--- config.mk ---
export PLATFORM = sky130hd
export DESIGN_NAME = tod_alarm
export DESIGN_NICKNAME = d
export VERILOG_FILES = /design/src/rtl/tod_alarm_pkg.sv /design/src/rtl/tod_alarm_regs.sv /design/src/rtl/tod_alarm_cmp.sv /design/src/rtl/tod_alarm.sv
export SDC_FILE = /design/constraint.sdc
export NUM_CORES = 1
export LEC_CHECK = 0
export ABC_AREA = 1
export CAP_MARGIN = 20
export CORE_MARGIN = 2
export CORE_UTILIZATION = 40
export CTS_BUF_LIST = sky130_fd_sc_hd__clkbuf_8
export DETAILED_ROUTE_END_ITERATION = 7
export DONT_BUFFER_PORTS = 1
export SETUP_SLACK_MARGIN = 0.05
export SLEW_MARGIN = 40
export SYNTH_ARGS = -nofsm -noshare
export SYNTH_HDL_FRONTEND = slang
export SYNTH_SLANG_ARGS = --single-unit
--- constraint.sdc ---
create_clock -name clk -period 1.76 [get_ports clk]
set_input_delay 0.352 -clock clk [delete_from_list [all_inputs] [get_ports clk]]
set_output_delay 0.352 -clock clk [all_outputs]
set_load 0.1 [all_outputs]
--- src/rtl/tod_alarm_pkg.sv ---
package tod_alarm_pkg;
    localparam int BYTE_W = 8;
    localparam int SEL_W  = 2;

    typedef enum logic [SEL_W-1:0] {
        SEL_SEC  = 2'd0,
        SEL_MIN  = 2'd1,
        SEL_HOUR = 2'd2,
        SEL_DATE = 2'd3
    } alm_sel_e;

    typedef struct packed {
        logic [BYTE_W-1:0] sec;
        logic [BYTE_W-1:0] min;
        logic [BYTE_W-1:0] hour;
        logic [BYTE_W-1:0] date;
    } alm_regs_t;

    // BCD field check: low digit decimal and whole field at or below limit
    function automatic logic bcd_in_range(input logic [BYTE_W-1:0] v,
                                          input logic [BYTE_W-1:0] lim);
        return (v[3:0] <= 4'd9) && (v <= lim);
    endfunction
endpackage

--- src/rtl/tod_alarm_regs.sv ---
module tod_alarm_regs
    import tod_alarm_pkg::*;
(
    input  logic              clk,
    input  logic              rst_n,
    input  logic              wr_en,
    input  logic [SEL_W-1:0]  addr,
    input  logic [BYTE_W-1:0] wdata,
    output alm_regs_t         regs_o
);
    localparam logic [BYTE_W-1:0] SEC_MAX  = 8'h59;
    localparam logic [BYTE_W-1:0] HOUR_MAX = 8'h23;
    localparam logic [BYTE_W-1:0] DATE_MAX = 8'h39;

    typedef struct packed {
        alm_regs_t r;
    } st_t;

    st_t st_d, st_q;
    logic ok_sec, ok_hour, ok_date;

    always_comb begin
        ok_sec  = bcd_in_range({1'b0, wdata[6:0]}, SEC_MAX);
        ok_hour = bcd_in_range({2'b00, wdata[5:0]}, HOUR_MAX);
        ok_date = bcd_in_range({2'b00, wdata[5:0]}, DATE_MAX) && (wdata[5:0] != 6'd0);
        st_d = st_q;
        if (wr_en) begin
            unique case (addr)
                SEL_SEC:  if (ok_sec)  st_d.r.sec  = wdata;
                SEL_MIN:  if (ok_sec)  st_d.r.min  = wdata;
                SEL_HOUR: if (ok_hour) st_d.r.hour = wdata;
                default:  if (ok_date) st_d.r.date = wdata;
            endcase
        end
    end

    always_ff @(posedge clk or negedge rst_n) begin
        if (!rst_n) st_q <= '0;
        else        st_q <= st_d;
    end

    assign regs_o = st_q.r;

    assert_sec_range_R3: assert property (@(posedge clk) disable iff (!rst_n)
        (st_q.r.sec[6:0] <= 7'h59) && (st_q.r.min[6:0] <= 7'h59));
    assert_hour_range_R4: assert property (@(posedge clk) disable iff (!rst_n)
        st_q.r.hour[5:0] <= 6'h23);
    assert_hold_R5: assert property (@(posedge clk) disable iff (!rst_n)
        !wr_en |=> $stable(st_q.r));
endmodule

--- src/rtl/tod_alarm_cmp.sv ---
module tod_alarm_cmp
    import tod_alarm_pkg::*;
(
    input  logic              clk,
    input  logic              rst_n,
    input  logic              tick_i,
    input  alm_regs_t         regs_i,
    input  logic [BYTE_W-1:0] sec_i,
    input  logic [BYTE_W-1:0] min_i,
    input  logic [BYTE_W-1:0] hour_i,
    input  logic [BYTE_W-1:0] date_i,
    output logic              irq_o
);
    localparam int MSB = BYTE_W - 1;

    typedef struct packed {
        logic tick;
        logic irq;
    } st_t;

    st_t st_d, st_q;
    logic hit_s, hit_m, hit_h, hit_d, fire, strobe;
    logic [3:0] flags;
    logic spare_unused;

    assign spare_unused = ^{regs_i.hour[6], regs_i.date[6]};

    always_comb begin
        hit_s  = ({1'b0, regs_i.sec[6:0]}   == sec_i);
        hit_m  = ({1'b0, regs_i.min[6:0]}   == min_i);
        hit_h  = ({2'b00, regs_i.hour[5:0]} == hour_i);
        hit_d  = ({2'b00, regs_i.date[5:0]} == date_i);
        flags  = {regs_i.date[MSB], regs_i.hour[MSB], regs_i.min[MSB], regs_i.sec[MSB]};
        unique case (flags)
            4'b0000: fire = hit_d && hit_h && hit_m && hit_s;
            4'b1000: fire = hit_h && hit_m && hit_s;
            4'b1100: fire = hit_m && hit_s;
            4'b1110: fire = hit_s;
            default: fire = 1'b1;
        endcase
        strobe     = tick_i && !st_q.tick;
        st_d.tick  = tick_i;
        st_d.irq   = strobe && fire;
    end

    always_ff @(posedge clk or negedge rst_n) begin
        if (!rst_n) st_q <= '0;
        else        st_q <= st_d;
    end

    assign irq_o = st_q.irq;

    assert_pulse_from_tick_R11: assert property (@(posedge clk) disable iff (!rst_n)
        irq_o |-> $past(tick_i));
    assert_single_pulse_R11: assert property (@(posedge clk) disable iff (!rst_n)
        irq_o |=> !irq_o);
    assert_every_second_R10: assert property (@(posedge clk) disable iff (!rst_n)
        ($rose(tick_i) && regs_i.sec[MSB]) |=> irq_o);
    assert_full_match_R6: assert property (@(posedge clk) disable iff (!rst_n)
        ($rose(tick_i) && flags == 4'b0000 && hit_d && hit_h && hit_m && hit_s) |=> irq_o);
endmodule

--- src/rtl/tod_alarm.sv ---
module tod_alarm
    import tod_alarm_pkg::*;
(
    input  logic       clk,
    input  logic       rst_n,
    input  logic       reg_wr_en,
    input  logic [1:0] reg_addr,
    input  logic [7:0] reg_wdata,
    output logic [7:0] reg_rdata,
    input  logic       sec_tick,
    input  logic [7:0] cur_sec,
    input  logic [7:0] cur_min,
    input  logic [7:0] cur_hour,
    input  logic [7:0] cur_date,
    output logic       alarm_irq
);
    alm_regs_t regs;

    tod_alarm_regs u_regs (
        .clk    (clk),
        .rst_n  (rst_n),
        .wr_en  (reg_wr_en),
        .addr   (reg_addr),
        .wdata  (reg_wdata),
        .regs_o (regs)
    );

    tod_alarm_cmp u_cmp (
        .clk    (clk),
        .rst_n  (rst_n),
        .tick_i (sec_tick),
        .regs_i (regs),
        .sec_i  (cur_sec),
        .min_i  (cur_min),
        .hour_i (cur_hour),
        .date_i (cur_date),
        .irq_o  (alarm_irq)
    );

    always_comb begin
        unique case (reg_addr)
            SEL_SEC:  reg_rdata = regs.sec;
            SEL_MIN:  reg_rdata = regs.min;
            SEL_HOUR: reg_rdata = regs.hour;
            default:  reg_rdata = regs.date;
        endcase
    end

    assert_irq_low_after_reset_R1: assert property (@(posedge clk) disable iff (!rst_n)
        $rose(rst_n) |-> !alarm_irq);
endmodule

==> flow_summary.json <==
{
  "clk_latency_ns": 0.29,
  "final_nets": 332,
  "synth_top_area_share_pct": 39.2,
  "switching_power_mw": 1.16,
  "min_period_ns": 1.72,
  "yosysMostFrequentCell": "nand2_1",
  "dr.pass1.iters": 5,
  "critPathArrivalTime_ns": 1.37,
  "hold_ws_ns": 0.0843,
  "core-area_um2": 5170,
  "slew_headroom_pct": 71.4,
  "clock.fmax_ghz": 0.582,
  "grt_use_met3_pct": 4.19,
  "ir_drop_uv": 529,
  "tightestPinTransition_ns": 0.425,
  "path_clk_slew_ns": 0.07,
  "slew_violations": 0,
  "n_antenna_cell": 0,
  "clockBufferDepth": 2,
  "placedCellCount": 341,
  "grt_usage_pct": 19.4,
  "path_buf_inv": 2,
  "setup_viol": 0,
  "slowest_delay_ns": 0.41,
  "run_status": "finished, final reports clean",
  "finalCritPeriodShare_pct": 97.6,
  "num_vias": 1798,
  "ys_seq_area_share_pct": 39.2,
  "pwr-share-clk_pct": 19.1,
  "io_buffers": 0,
  "grt_pass1_wl_um": 8940,
  "p_comb_share_pct": 41.8,
  "cap_violations": 0,
  "grt_max_degree": 35,
  "start_util_pct": 41.9,
  "critPathKind": "flip-flop to output pin",
  "antenna_found_initial": 0,
  "rsz0062_at_grt": "true",
  "dp_slack_ns": 0.0952,
  "stdcell_area_um2": 2640,
  "seqPwrFrac_pct": 39.1,
  "routed_wl_um": 5410,
  "p_leak_nw": 1.22,
  "gr-usage-met2_pct": 32.1,
  "met1_usage_pct": 25.2,
  "yosys.area.top_type": "dfrtp_1",
  "cp-end-kind": "output pin",
  "grt_overflow": 0,
  "finalWorstSetupSlack_ns": 0.0422,
  "syn-instance-count": 262,
  "die_x_um": 77.6,
  "grt.busiest_layer": "met2",
  "cts_buffers": 5,
  "grt_pass1_vias": 1820,
  "cts_num_sinks": 34,
  "netlist_area_um2": 2170,
  "synth_ff_type": "dfrtp_1",
  "async_reset_ff_share_pct": 100,
  "yosys_warnings": 0,
  "ys_types": 31,
  "drive_gt1_share_pct": 35.7,
  "hold_class": "input pin to flip-flop",
  "fillers": 506,
  "cp_cell_sequence": "inv_2 -> nor2_2 -> a221oi_2 -> o21ai_2 -> buf_12",
  "final.setup.tns_ns": 0,
  "crit_family": "flip-flops",
  "drt-initial-drc-count": 111,
  "ys_ff_latch": 34,
  "cp.required_ns": 1.41,
  "vias_per_cell": 5.05,
  "worstSetupStartpointType": "flip-flop",
  "cpMaxStageDelayCell": "dfrtp_1",
  "cp_max_fo": 3,
  "cts-root-buf": "clkbuf_8",
  "avgSynthCellArea_um2": 8.28,
  "wire_per_inst_um": 15.2,
  "layout.cells.non_filler": 356,
  "drc": 0,
  "p_int_mw": 1.66,
  "synth-edff-count": 0,
  "yosys-top-cells-count": "71 x nand2_1, 34 x dfrtp_1, 33 x inv_1",
  "ctsHtreeMaxLevel": 2,
  "swShare_pct": 41.1,
  "power_density_nw_per_um2": 1070,
  "area_growth_syn_to_layout_pct": 21.8,
  "die_area_um2": 6030,
  "hold_viol_final": 0,
  "skew_ns": 0.00653,
  "gp_congestion": 0.807,
  "ioPinCount": 55,
  "die_h_um": 77.6,
  "syn_nets": 308,
  "hpwl_um": 4120,
  "cts_tree": "yes",
  "num_rows": 26,
  "yosys-top-cells-area": "dfrtp_1 39%, o21ai_2 13%, nand2_1 12%",
  "place_area_um2": 2390,
  "ant_nets": 0
}
==> worst register-to-register path, cell delays in order (launching register included) <==
cell and delay (ns):
dfrtp_1 0.41, xnor2_1 0.25, nand2_1 0.08, nor4_1 0.42, nand2_1 0.11, a21oi_1 0.13
==> area by class of cell <==
class,instances,area [um2],share of cell area (%)
Clock buffer,5,68.8,2.60
Clock inverter,2,7.51,0.284
Inverter,38,154,5.82
Multi-Input combinational cell,185,1190,45.1
Sequential cell,34,851,32.2
Tap cell,70,87.6,3.31
Timing Repair Buffer,22,283,10.7
==> routing by layer <==
metal	routed length, um	vias to the layer above
met4	87	0
met2	2690	53
met1	2370	835
li1	-	901
met3	257	9
met5	0	-
==> cell usage in the layout, fill, tap and decap left out, types with 2 or more instances in the layout <==
| master | count |
|---|---|
| inv_2 | 10 |
| nand2_1 | 70 |
| clkinv_4 | 2 |
| buf_6 | 2 |
| a21oi_4 | 2 |
| o21ai_2 | 39 |
| a221oi_2 | 4 |
| xor2_1 | 2 |
| nand2_2 | 5 |
| nand3_2 | 2 |
| buf_4 | 10 |
| buf_12 | 8 |
| nor2_1 | 14 |
| o21ai_0 | 3 |
| clkbuf_8 | 5 |
| nor2_2 | 3 |
| a21oi_1 | 5 |
| dfrtp_1 | 34 |
| o22ai_1 | 4 |
| nand3_1 | 8 |
| a21oi_2 | 3 |
| inv_1 | 27 |
| xnor2_1 | 10 |
==> through the flow <==
| stage | utilization [%] | power [mW] |
|---|---|---|
| after CTS | 49.3 | 2.73 |
| final | 51.1 | 2.82 |
| after global placement | 46.2 | 2.10 |
| after floorplan | - | 1.91 |
| after detailed placement | 46.2 | 2.11 |
| after global routing | 51.1 | 2.98 |
==> kinds of logic (layout without fill, tap and decap cells) <==
kind of cell	count (synthesis)	count (layout)	share of synthesized area, %
and+or+nand+nor	109	109	22.8
DFF	34	34	39.2
xor gates and xnor gates	12	12	4.84
buffers and inverters	43	67	9.69
AOI/OAI and AO/OA	64	64	23.5
==> power groups by stage <==
stage / clock network (mW) / registers [mW] / logic [mW]
CTS: 0.546 / 1.09 / 1.09
finish: 0.539 / 1.10 / 1.18
floorplan: 0 / 1.08 / 0.835
detailed placement: 0 / 1.09 / 1.02
global route: 0.576 / 1.12 / 1.28
global placement: 0 / 1.09 / 1.01
==> repair_timing <==
item                                    4_1_cts  5_1_grt
endpoints found under the setup margin        7        7
resized for setup                            15       17
endpoints found under the hold margin        34        0
hold buffers                                  2        0
buffers inserted                              0        6
pin swaps                                     0        1
==> path summary, 6_finish.rpt <==
path	slack, ns	cells past startpoint	from	endpoint
hold reg to reg	0.48	3	u_cmp.st_q[1]$_DFF_PN0_	u_cmp.irq_o$_DFF_PN0_
setup / recovery	0.04	5	u_regs.regs_o[23]$_DFFE_PN0P_	reg_rdata[7]
max in group asynchronous	1.06	2	rst_n	u_regs.regs_o[24]$_DFFE_PN0P_
hold / removal	0.08	0	sec_tick	u_cmp.st_q[1]$_DFF_PN0_
setup reg to reg	0.29	5	u_regs.regs_o[30]$_DFFE_PN0P_	u_cmp.irq_o$_DFF_PN0_
min in group asynchronous	0.51	2	rst_n	u_cmp.st_q[1]$_DFF_PN0_
==> registers in the layout, indices dropped and copies added (netlist names) <==
register	count
u_cmp.irq_o	1
u_cmp.st_q	1
u_regs.regs_o	32
Note: power is estimated with default switching activity, not from simulation.
